`src/rtl/seg_agu_pkg.sv`:
```
package seg_agu_pkg;

   typedef enum logic [1:0] {
      CLS_FETCH = 2'd0,
      CLS_DATA  = 2'd1,
      CLS_STACK = 2'd2,
      CLS_EXTRA = 2'd3
   } acc_class_e;

   localparam int unsigned SEG_IDX_CODE  = 0;
   localparam int unsigned SEG_IDX_DATA  = 1;
   localparam int unsigned SEG_IDX_STACK = 2;
   localparam int unsigned SEG_IDX_EXTRA = 3;
   localparam int unsigned SEG_COUNT     = 4;

endpackage

```
`src/rtl/seg_bank.sv`:
```
module seg_bank #(
   parameter int unsigned SEG_W    = 16,
   parameter int unsigned NUM_SEG  = 4,
   parameter int unsigned CODE_IDX = 0,
   parameter logic [SEG_W-1:0] CODE_RST  = '1,
   parameter logic [SEG_W-1:0] OTHER_RST = '0,
   localparam int unsigned SEL_W = (NUM_SEG > 1) ? $clog2(NUM_SEG) : 1
) (
   input  logic                            clk,
   input  logic                            rst_n,
   input  logic                            we,
   input  logic [SEL_W-1:0]                wsel,
   input  logic [SEG_W-1:0]                wdata,
   output logic [NUM_SEG-1:0][SEG_W-1:0]   seg_q
);

   for (genvar i = 0; i < NUM_SEG; i++) begin : g_reg
      localparam logic [SEG_W-1:0] RST_V = (i == CODE_IDX) ? CODE_RST : OTHER_RST;
      always_ff @(posedge clk) begin
         if (!rst_n)
            seg_q[i] <= RST_V;
         else if (we && (wsel == SEL_W'(i)))
            seg_q[i] <= wdata;
      end
   end

   assert_load_R8 : assert property (@(posedge clk) disable iff (!rst_n)
      we |=> (seg_q[$past(wsel)] == $past(wdata)));

endmodule

```
`src/rtl/seg_select.sv`:
```
module seg_select
   import seg_agu_pkg::*;
#(
   parameter int unsigned SEG_W = 16
) (
   input  logic                              clk,
   input  logic                              rst_n,
   input  logic [1:0]                        cls,
   input  logic                              ovr_en,
   input  logic [1:0]                        ovr_sel,
   input  logic [SEG_COUNT-1:0][SEG_W-1:0]   seg_q,
   output logic [1:0]                        sel_idx,
   output logic [SEG_W-1:0]                  seg_val
);

   acc_class_e cls_e;

   always_comb begin
      cls_e = acc_class_e'(cls);
      unique case (cls_e)
         CLS_FETCH: sel_idx = 2'(SEG_IDX_CODE);
         CLS_STACK: sel_idx = 2'(SEG_IDX_STACK);
         CLS_DATA:  sel_idx = ovr_en ? ovr_sel : 2'(SEG_IDX_DATA);
         CLS_EXTRA: sel_idx = ovr_en ? ovr_sel : 2'(SEG_IDX_EXTRA);
         default:   sel_idx = 2'(SEG_IDX_DATA);
      endcase
      seg_val = seg_q[sel_idx];
   end

   assert_fetch_code_R4 : assert property (@(posedge clk) disable iff (!rst_n)
      (cls == 2'd0) |-> (seg_val == seg_q[SEG_IDX_CODE]));

   assert_stack_seg_R5 : assert property (@(posedge clk) disable iff (!rst_n)
      (cls == 2'd2) |-> (seg_val == seg_q[SEG_IDX_STACK]));

endmodule

```
`src/rtl/addr_adder.sv`:
```
module addr_adder #(
   parameter int unsigned SEG_W  = 16,
   parameter int unsigned OFF_W  = 16,
   parameter int unsigned SHIFT  = 4,
   parameter int unsigned ADDR_W = 20,
   parameter int unsigned SPLIT  = 1
) (
   input  logic [SEG_W-1:0]  seg,
   input  logic [OFF_W-1:0]  off,
   output logic [ADDR_W-1:0] addr
);

   localparam int unsigned HI_W = ADDR_W - SHIFT;

   if (SPLIT != 0) begin : g_split
      logic [HI_W-1:0] hi_sum;
      always_comb begin
         hi_sum = HI_W'(seg) + HI_W'(off >> SHIFT);
         addr   = {hi_sum, off[SHIFT-1:0]};
      end
   end else begin : g_full
      always_comb begin
         addr = (ADDR_W'(seg) << SHIFT) + ADDR_W'(off);
      end
   end

endmodule

```
`src/rtl/seg_agu.sv`:
```
module seg_agu
   import seg_agu_pkg::*;
#(
   parameter int unsigned SEG_W     = 16,
   parameter int unsigned OFF_W     = 16,
   parameter int unsigned SHIFT     = 4,
   parameter int unsigned ADDR_W    = 20,
   parameter int unsigned SPLIT_ADD = 1,
   parameter logic [SEG_W-1:0] CODE_RST = '1
) (
   input  logic              clk,
   input  logic              rst_n,
   input  logic              req_valid,
   input  logic [1:0]        req_class,
   input  logic              req_ovr_en,
   input  logic [1:0]        req_ovr_sel,
   input  logic [OFF_W-1:0]  req_offset,
   input  logic              seg_we,
   input  logic [1:0]        seg_wsel,
   input  logic [SEG_W-1:0]  seg_wdata,
   output logic              pa_valid,
   output logic [ADDR_W-1:0] pa_addr
);

   if (ADDR_W != SEG_W + SHIFT) begin : g_bad_width
      $error("seg_agu: ADDR_W must equal SEG_W + SHIFT");
   end
   if (OFF_W > ADDR_W || OFF_W <= SHIFT) begin : g_bad_off
      $error("seg_agu: OFF_W out of range");
   end

   logic [SEG_COUNT-1:0][SEG_W-1:0] seg_q;
   logic [1:0]                      sel_idx;
   logic [SEG_W-1:0]                seg_val;
   logic [ADDR_W-1:0]               sum;

   seg_bank #(
      .SEG_W     (SEG_W),
      .NUM_SEG   (SEG_COUNT),
      .CODE_IDX  (SEG_IDX_CODE),
      .CODE_RST  (CODE_RST),
      .OTHER_RST ('0)
   ) u_bank (
      .clk   (clk),
      .rst_n (rst_n),
      .we    (seg_we),
      .wsel  (seg_wsel),
      .wdata (seg_wdata),
      .seg_q (seg_q)
   );

   seg_select #(
      .SEG_W (SEG_W)
   ) u_sel (
      .clk     (clk),
      .rst_n   (rst_n),
      .cls     (req_class),
      .ovr_en  (req_ovr_en),
      .ovr_sel (req_ovr_sel),
      .seg_q   (seg_q),
      .sel_idx (sel_idx),
      .seg_val (seg_val)
   );

   addr_adder #(
      .SEG_W  (SEG_W),
      .OFF_W  (OFF_W),
      .SHIFT  (SHIFT),
      .ADDR_W (ADDR_W),
      .SPLIT  (SPLIT_ADD)
   ) u_add (
      .seg  (seg_val),
      .off  (req_offset),
      .addr (sum)
   );

   always_ff @(posedge clk) begin
      if (!rst_n) begin
         pa_valid <= 1'b0;
         pa_addr  <= '0;
      end else begin
         pa_valid <= req_valid;
         if (req_valid)
            pa_addr <= sum;
      end
   end

   assert_valid_follows_R9 : assert property (@(posedge clk) disable iff (!rst_n)
      req_valid |=> pa_valid);

   assert_idle_no_valid_R9 : assert property (@(posedge clk) disable iff (!rst_n)
      !req_valid |=> !pa_valid);

   assert_hold_R10 : assert property (@(posedge clk) disable iff (!rst_n)
      !req_valid |=> $stable(pa_addr));

   assert_low_nibble_R2 : assert property (@(posedge clk) disable iff (!rst_n)
      req_valid |=> (pa_addr[SHIFT-1:0] == $past(req_offset[SHIFT-1:0])));

endmodule

```
`config.mk`:
```
export PLATFORM = sky130hd
export DESIGN_NAME = seg_agu
export DESIGN_NICKNAME = d
export VERILOG_FILES = /design/src/rtl/seg_agu_pkg.sv /design/src/rtl/seg_bank.sv /design/src/rtl/seg_select.sv /design/src/rtl/addr_adder.sv /design/src/rtl/seg_agu.sv
export SDC_FILE = /design/constraint.sdc
export NUM_CORES = 1
export LEC_CHECK = 0
export BUFFER_PORTS_ARGS = -buffer_cell sky130_fd_sc_hd__buf_2
export CORE_UTILIZATION = 57
export DETAILED_ROUTE_END_ITERATION = 12
export PLACE_DENSITY = 0.88
export SYNTH_ARGS = -nofsm -noshare
export SYNTH_HDL_FRONTEND = slang
export SYNTH_SLANG_ARGS = --single-unit
```
`constraint.sdc`:
```
create_clock -name clk -period 4.25 [get_ports clk]
set_input_delay 0.425 -clock clk [delete_from_list [all_inputs] [get_ports clk]]
set_output_delay 0.425 -clock clk [all_outputs]
set_load 0.02 [all_outputs]
```
==> results_dict.tcl, run 1 <==
set metrics [dict create \
    tns_ns 0 \
    synth.most_common_cell "nand2_1" \
    dieArea_um2 7550 \
    p_leak_nw 1.99 \
    power_frac_comb 0.197 \
    slew-limit-headroom 0.470 \
    cts.clk_slew.worst_paths_ns 0.08 \
    antenna_found_initial 0 \
    final_area_um2 4710 \
    syn_area_um2 4110 \
    coreArea_um2 6870 \
    hpwlAfterDp_mm 6.76 \
    io_buffers 63 \
    slew_viol_final 0 \
    rows 30 \
    ant_nets 0 \
    cts_resized 0 \
    crit_family "compound AO/OA/AOI/OAI gates" \
    p_sw_frac 0.281 \
    critPathLaunchType "primary input" \
    num_vias 3541 \
    insertion_delay_ns 0.36 \
    tightest_slew_ns 0.793 \
    syn_inst 459 \
    syn_nets 516 \
    synth_top_area_frac 0.414 \
    setup_ws_ns 0.876 \
    cp-end-kind "flip-flop" \
    die_w_um 86.9 \
    drt_wl_total_mm 10.0 \
    synthTopCellsByArea "dfxtp_1, nand2_1, a21boi_0" \
    critPathSlowestCell "mux2i_4" \
    htree_levels 3 \
    async_reset_ff_frac 0 \
    required_ns 4.48 \
    dp_slack_ns 0.686 \
    postCtsSetupBuffers 0 \
    drive_gt1_frac 0.202 \
    min_path_type "in -> reg" \
    start_util 0.598 \
    cts_buffers 9 \
    nFillCells 529 \
    status "finished clean" \
    nets 571 \
    period_share 0.794 \
    multi_input_area_um2 2290 \
    syn_avg_cell_area_um2 8.95 \
    ys.flop_type "dfxtp_1" \
    worst-path-max-fanout 11 \
    intPower_mw 1.33 \
    ios 64 \
    power_switching_mw 0.518 \
    cts_num_sinks 85 \
    arrival_ns 3.60 \
    synth_seq_area_share 0.414 \
    p_per_area_nw_per_um2 392 \
    die_h_um 86.9 \
    viasPerCell 5.76 \
    fin_crit_ns 3.37 \
    syn_to_final_growth_pct 14.7 \
    slowest_delay_ns 0.46 \
    rsz0062_at_grt "false" \
    power_frac_clock 0.335 \
    peakVddDrop_v 0.000163 \
    drtIter0Drc 289 \
    diodes 0 \
    cap_violations 0 \
    power.share.sequential 0.468 \
    placed_cell_area_um2 4500 \
    grt_overflow_total 0 \
    hold_buffers 0 \
    fmax_mhz 296 \
    post_drt_wl_per_cell_um 16.3 \
    synth_cell_types 43 \
    dr.pass1.iters 4 \
    synth_common_cells "nand2_1, dfxtp_1, a21boi_0" \
    seq_area_um2 1700 \
    skew_ns 0.00746 \
    grt.total_usage 0.280 \
    synth_top_area_cell "dfxtp_1" \
    cts_buffer_depth 2 \
    drc 0 \
    grt_pass1_wl_mm 16.1 \
    grt_pass1_vias 3453 \
    hold_violations 0 \
    synth_edf_count 0 \
    path_cells "buf_2 -> nand2_2 -> mux2i_4 -> mux4_2 -> ha_1 -> fa_1 -> a21o_1 -> a221oi_1 -> o211a_1 -> o21ai_0 -> a311oi_1 -> a211oi_1" \
    place_congestion 0.993 \
    crit_type "in -> reg" \
    worst-path-buf-inv 1 \
    grt_max_degree 86 \
    cts_tree "yes" \
    cts-root-buf "clkbuf_8" \
    ys_seq_elements 85 \
    finalSetupViolations 0 \
    synth_warnings 0 \
]
## power groups by stage
stage	clock network [mW]	logic (mW)	registers, mW
after global routing	0.654	0.394	0.869
after CTS	0.618	0.360	0.863
after detailed placement	0	0.353	0.882
final	0.618	0.364	0.864
after global placement	0	0.342	0.879
after floorplan	0	0.221	0.904
## cell usage in the layout (no fill, tap or decap), types with 3 or more instances in the layout
master,count
a21o_1,6
and3_1,4
inv_1,7
nand3b_1,6
nand2_1,140
a21boi_0,51
nor2_1,6
nand3_1,18
ha_1,13
buf_2,63
mux2i_1,10
clkbuf_8,9
xnor2_1,6
buf_4,7
o21ai_0,10
mux4_1,3
clkbuf_1,3
mux4_2,13
nor2b_1,11
nand2b_1,3
a21oi_1,12
dfxtp_1,85
## stage by stage
| step | instances | utilization | power [mW] | hold WS [ns] |
|---|---|---|---|---|
| global placement | 599 | 0.655 | 1.22 | 0.446 |
| global route | 615 | 0.686 | 1.92 | 0.330 |
| CTS | 615 | 0.686 | 1.84 | 0.323 |
| floorplan | 459 | - | 1.13 | 0.432 |
| finish | 615 | 0.686 | 1.85 | 0.326 |
| detailed placement | 599 | 0.655 | 1.24 | 0.458 |
## worst reg2reg max path: cells and delay by family, from the launching register on
kind | cells | cell delay [ns]
AOI/OAI and AO/OA | 6 | 1.50
adders and majority gates | 2 | 0.62
muxes | 1 | 0.47
DFF | 1 | 0.32
## sequential cells by signal, indices dropped and copies added (netlist names)
name,flops
pa_valid,1
pa_addr,20
u_bank.seg_q,64
## cell families (layout without fill, tap and decap cells)
group                      Yosys count  after routing  synth area share
and+or+nand+nor                    202            202             0.218
AOI/OAI and AO/OA                   90             90             0.156
DFF                                 85             85             0.414
buffers and inverters               33             93            0.0305
muxes                               27             27             0.120
adders and majority gates           14             14            0.0445
xor gates and xnor gates             8              8            0.0171
## worst paths after layout
kind	startpoint	to	slack (ns)	cells past startpoint
setup / recovery	req_ovr_en	pa_addr[18]	0.88	12
hold reg to reg	u_bank.seg_q[55]	u_bank.seg_q[55]	0.47	2
setup reg to reg	u_bank.seg_q[16]	pa_addr[18]	1.21	9
hold / removal	seg_wdata[10]	u_bank.seg_q[10]	0.33	3
## area by class of cell
type / instances / share of cell area
tap: 96 / 0.0255
inverter: 7 / 0.00558
multi-input combinational: 341 / 0.485
sequential: 85 / 0.361
timing repair buffer: 70 / 0.0781
clock inverter: 4 / 0.0154
clock buffer: 12 / 0.0287
## routing by layer
layer	wire, um	GRT usage	vias to the layer above
met3	583	0.0474	29
met4	280	0.144	0
met2	4980	0.487	148
met1	4150	0.331	1674
li1	-	-	1690
met5	0	0	-
Note: power is estimated with default switching activity, not from simulation.
==> run 2: changes to the inputs <==
--- a/config.mk
+++ b/config.mk
@@ -6,9 +6,9 @@
 export NUM_CORES = 1
 export LEC_CHECK = 0
 export BUFFER_PORTS_ARGS = -buffer_cell sky130_fd_sc_hd__buf_2
-export CORE_UTILIZATION = 57
+export CORE_UTILIZATION = 51
 export DETAILED_ROUTE_END_ITERATION = 12
-export PLACE_DENSITY = 0.88
+export PLACE_DENSITY = 0.84
 export SYNTH_ARGS = -nofsm -noshare
 export SYNTH_HDL_FRONTEND = slang
 export SYNTH_SLANG_ARGS = --single-unit
==> constraint.sdc (replaced) <==
create_clock -name clk -period 3 [get_ports clk]
set_input_delay 0.3 -clock clk [delete_from_list [all_inputs] [get_ports clk]]
set_output_delay 0.3 -clock clk [all_outputs]
set_load 0.02 [all_outputs]
==> run 2 against run 1 <==
- flip-flop and latch count did not move
- final area is 2.6% higher
- worst setup slack got worse by 0.62 ns
- total power is 35% higher
- die area rose by 11%
- via count shrank 0.17%
- critical path type unchanged
==> results_dict.tcl, run 2 (same netlist as run 1, synthesis figures left out) <==
set metrics [dict create \
    status "finished clean" \
    antenna_found_initial 0 \
    num_vias 3535 \
    cts_buffer_depth 2 \
    hold_violations 0 \
    cts_resized 0 \
    dp_slack_ns -0.0714 \
    drive_gt1_frac 0.235 \
    worst-path-max-fanout 13 \
    cts-root-buf "clkbuf_8" \
    worst-path-buf-inv 2 \
    fin_crit_ns 2.74 \
    grt_overflow_total 0 \
    die_h_um 91.7 \
    die_w_um 91.7 \
    io_buffers 63 \
    gr-usage-met1 0.304 \
    gr-usage-met3 0.0572 \
    ant_nets 0 \
    largestRegisters "u_bank.seg_q (64), pa_addr (20), pa_valid (1)" \
    min_path_type "in -> reg" \
    slew-limit-headroom 0.468 \
    met2_usage 0.425 \
    required_ns 3.24 \
    fmax_mhz 364 \
    drtIter0Drc 254 \
    dieArea_um2 8420 \
    slew_viol_final 0 \
    place_congestion 0.852 \
    nets 585 \
    coreArea_um2 7770 \
    arrival_ns 2.98 \
    ios 64 \
    start_util 0.529 \
    crit_type "in -> reg" \
    power_frac_clock 0.282 \
    crit_family "compound AO/OA/AOI/OAI gates" \
    cp-end-kind "flip-flop" \
    placed_cell_area_um2 4660 \
    path_cells "buf_2 -> a21boi_4 -> buf_12 -> mux4_2 -> ha_2 -> fa_2 -> a21o_1 -> a221oi_2 -> o211a_1 -> o21ai_1 -> a311oi_1 -> a211oi_1" \
    viasPerCell 5.58 \
    skew_ns 0.00857 \
    cts_num_sinks 85 \
    setup_ws_ns 0.256 \
    slowest_delay_ns 0.51 \
    finalSetupViolations 0 \
    final_cell_mix "nand2_1, dfxtp_1, buf_2" \
    power_frac_comb 0.226 \
    diodes 0 \
    htree_levels 3 \
    p_sw_frac 0.292 \
    grt_max_degree 85 \
    p_leak_nw 2.06 \
    drc 0 \
    largest_register "u_bank.seg_q" \
    tns_ns 0 \
    drt_wl_total_mm 9.84 \
    rows 32 \
    critPathLaunchType "primary input" \
    postCtsSetupBuffers 0 \
    layout_commonest_cell "nand2_1" \
    post_drt_wl_per_cell_um 15.5 \
    cts_buffers 9 \
    critPathSlowestCell "mux4_2" \
    hpwlAfterDp_mm 7.06 \
    cap_violations 0 \
    final_area_um2 4830 \
    dr.pass1.iters 4 \
    hold_buffers 0 \
    peakVddDrop_v 0.000260 \
    grt.total_usage 0.247 \
    power.share.sequential 0.492 \
    busiest_layer "met2" \
    cts_tree "yes" \
    rsz0062_at_grt "false" \
    p_per_area_nw_per_um2 515 \
    grt_pass1_vias 3457 \
    insertion_delay_ns 0.36 \
    intPower_mw 1.76 \
    tightest_slew_ns 0.796 \
    largest_reg_flops 64 \
    cts.clk_slew.worst_paths_ns 0.08 \
    period_share 0.915 \
    power_switching_mw 0.725 \
    syn_to_final_growth_pct 17.6 \
    grt_pass1_wl_mm 16.3 \
]
## run 2: per-stage QoR
| step | hold slack, ns | power [mW] | utilization | std cells |
|---|---|---|---|---|
| global placement | 0.445 | 1.78 | 0.601 | 619 |
| floorplan | 0.424 | 1.60 | - | 459 |
| CTS | 0.195 | 2.50 | 0.622 | 634 |
| finish | 0.207 | 2.49 | 0.622 | 634 |
| global route | 0.210 | 2.62 | 0.622 | 634 |
| detailed placement | 0.456 | 1.81 | 0.601 | 619 |
## run 2: final timing paths
path / start / end / slack, ns / cells past startpoint
worst max register to register: u_bank.seg_q[0] / pa_addr[18] / 0.40 / 9
worst min-delay path: req_offset[3] / pa_addr[3] / 0.21 / 3
worst max-delay path: req_ovr_en / pa_addr[18] / 0.26 / 12
worst min register to register: u_bank.seg_q[35] / u_bank.seg_q[35] / 0.46 / 2
## run 2: worst min-delay path, cell delays in order
cell and delay, ns:
buf_2 0.07, mux2i_1 0.05, nor2b_1 0.10
## run 2: power groups by stage
stage / Combinational (mW) / Clock [mW] / Sequential, mW
6_report: 0.562 / 0.700 / 1.22
5_1_grt: 0.614 / 0.773 / 1.23
4_1_cts: 0.561 / 0.715 / 1.22
3_5_place_dp: 0.557 / 0 / 1.25
3_3_place_gp: 0.537 / 0 / 1.24
2_1_floorplan: 0.323 / 0 / 1.28
## run 2: area by class of cell
type	count	area, um2
well taps	102	128
flip-flops and latches	85	1700
multi-input cells	341	2310
clock inverters	5	27.5
repair buffers	84	498
fillers	637	2940
inverters	7	26.3
clock buffers	10	138
## run 2: layer usage
layer | wire, um | share of wire
met1 | 4170 | 0.42
met2 | 4830 | 0.49
met3 | 655 | 0.067
met4 | 189 | 0.019
met5 | 0 | 0
==> run 3: changes to the inputs <==
--- a/config.mk
+++ b/config.mk
@@ -6,9 +6,9 @@
 export NUM_CORES = 1
 export LEC_CHECK = 0
 export BUFFER_PORTS_ARGS = -buffer_cell sky130_fd_sc_hd__buf_2
-export CORE_UTILIZATION = 51
+export CORE_UTILIZATION = 57
 export DETAILED_ROUTE_END_ITERATION = 12
-export PLACE_DENSITY = 0.84
+export PLACE_DENSITY = 0.88
 export SYNTH_ARGS = -nofsm -noshare
 export SYNTH_HDL_FRONTEND = slang
 export SYNTH_SLANG_ARGS = --single-unit
==> constraint.sdc (replaced) <==
create_clock -name clk -period 3.1 [get_ports clk]
set_input_delay 0.31 -clock clk [delete_from_list [all_inputs] [get_ports clk]]
set_output_delay 0.31 -clock clk [all_outputs]
set_load 0.02 [all_outputs]
==> run 3 against run 2 <==
- die area fell by 10%
- first-iteration DRC count fell by 29%
- global-route usage rose by 3.0 points
- critical path type unchanged
- combinational power fell by 3.6%
- register-to-register slack got worse by 0.06 ns
- worst hold slack got worse by 0.00051 ns
- highest routed layer unchanged
==> results_dict.tcl, run 3 (same netlist as run 1, synthesis figures left out) <==
set metrics [dict create \
    syn_to_final_growth_pct 18.5 \
    final_cell_mix "nand2_1, dfxtp_1, buf_2" \
    crit_family "compound AO/OA/AOI/OAI gates" \
    min_to "u_bank.seg_q[13]" \
    largest_register "u_bank.seg_q" \
    stdcell_count 632 \
    fin_crit_ns 2.87 \
    critPathSlowestCell "o41ai_2" \
    rows 30 \
    hp-start "seg_wdata[13]" \
    grt_max_degree 85 \
    critical_path.startpoint "req_ovr_en" \
    cap_violations 0 \
    insertion_delay_ns 0.36 \
    final_area_um2 4870 \
    placed_cell_area_um2 4640 \
    hold_ws_ns 0.206 \
    holdPathStages 3 \
    drtIter0Drc 180 \
    r2r-end "pa_addr[19]" \
    slew_viol_final 0 \
    arrival_ns 3.11 \
    cts-root-buf "clkbuf_8" \
    tightest_slew_ns 0.764 \
    tns_ns 0 \
    dr.pass1.iters 5 \
    r2r_cells 8 \
    rsz0062_at_grt "false" \
    antenna_found_initial 0 \
    r2r_slack_ns 0.34 \
    grt_overflow_total 0 \
    num_vias 3570 \
    hpwlAfterDp_mm 6.99 \
    dp_slack_ns -0.118 \
    ant_nets 0 \
    largest_reg_flops 64 \
    coreArea_um2 6870 \
    cts_buffer_depth 2 \
    peakVddDrop_v 0.000224 \
    status "finished clean" \
    layout_commonest_cell "nand2_1" \
    worst-path-buf-inv 2 \
    grt_pass1_vias 3513 \
    io_buffers 63 \
    start_util 0.598 \
    path_cells "buf_2 -> nand2_2 -> mux2i_4 -> buf_4 -> mux4_2 -> ha_1 -> a21o_1 -> a31oi_1 -> a21oi_1 -> o41ai_2 -> nor3_1 -> or3b_1" \
    cts_buffers 9 \
    crit_type "in -> reg" \
    rr_startpoint "u_bank.seg_q[20]" \
    cts.clk_slew.worst_paths_ns 0.08 \
    die_h_um 86.9 \
    ios 64 \
    grt_pass1_wl_mm 16.1 \
    grt.total_usage 0.278 \
    slew-limit-headroom 0.489 \
    largestRegisters "u_bank.seg_q (64), pa_addr (20), pa_valid (1)" \
    hold_buffers 0 \
    min_path_type "in -> reg" \
    cp-end-kind "flip-flop" \
    nets 588 \
    drt_wl_total_mm 9.98 \
    required_ns 3.34 \
    dieArea_um2 7550 \
    htree_levels 3 \
    skew_ns 0.00455 \
    postCtsSetupBuffers 0 \
    p_per_area_nw_per_um2 534 \
    worst-path-max-fanout 7 \
    setup_ws_ns 0.229 \
    die_w_um 86.9 \
    drc 0 \
    cts_num_sinks 85 \
    critPathLaunchType "primary input" \
    cts_resized 0 \
    p_leak_nw 2.09 \
    viasPerCell 5.65 \
    hold_violations 0 \
    slowest_delay_ns 0.44 \
    period_share 0.926 \
    placed_cells 616 \
    place_congestion 0.926 \
    fmax_mhz 348 \
    cts_tree "yes" \
    post_drt_wl_per_cell_um 15.8 \
    fin_total_pwr_mw 2.60 \
    diodes 0 \
    drive_gt1_frac 0.235 \
    finalSetupViolations 0 \
    final_util 0.709 \
]
## run 3: cell types whose count changed in the layout (fill, tap and decap cells not counted), sizes merged
| cell | previous run | this run |
|---|---|---|
| buf | 84 | 87 |
| bufinv | 0 | 2 |
| clkinv | 4 | 3 |
## run 3: cell type report
type,count,area (um2)
clock buffer,10,138
timing repair buffer,87,495
inverter,7,26.3
sequential,85,1700
tap,96,120
multi-input combinational,341,2300
clock inverter,6,86.3
fill,532,2000
## run 3: how the worst max path moves through the flow
| stage | to | slack (ns) | cells after the start |
|---|---|---|---|
| after floorplan | pa_addr[19] | 0.01 | 11 |
| after global placement | pa_addr[19] | 0.01 | 11 |
| after detailed placement | pa_addr[19] | -0.12 | 11 |
| after CTS | pa_addr[19] | 0.23 | 11 |
| after global routing | pa_addr[19] | 0.11 | 12 |
| final | pa_addr[19] | 0.23 | 12 |
## run 3: worst min-delay path, stage by stage
cell     delay [ns]
buf_2          0.11
nand2_1        0.05
nand3_1        0.06
## run 3: layer usage
metal / wire (um) / global-route usage
met1: 4040 / 0.317
met2: 4950 / 0.500
met3: 693 / 0.0464
met4: 298 / 0.139
met5: 0 / 0
## run 3: power by group
group / internal (mW) / total [mW] / switching, mW
sequential: 1.15 / 1.18 / 0.0300
clock: 0.474 / 0.876 / 0.401
combinational: 0.249 / 0.542 / 0.293
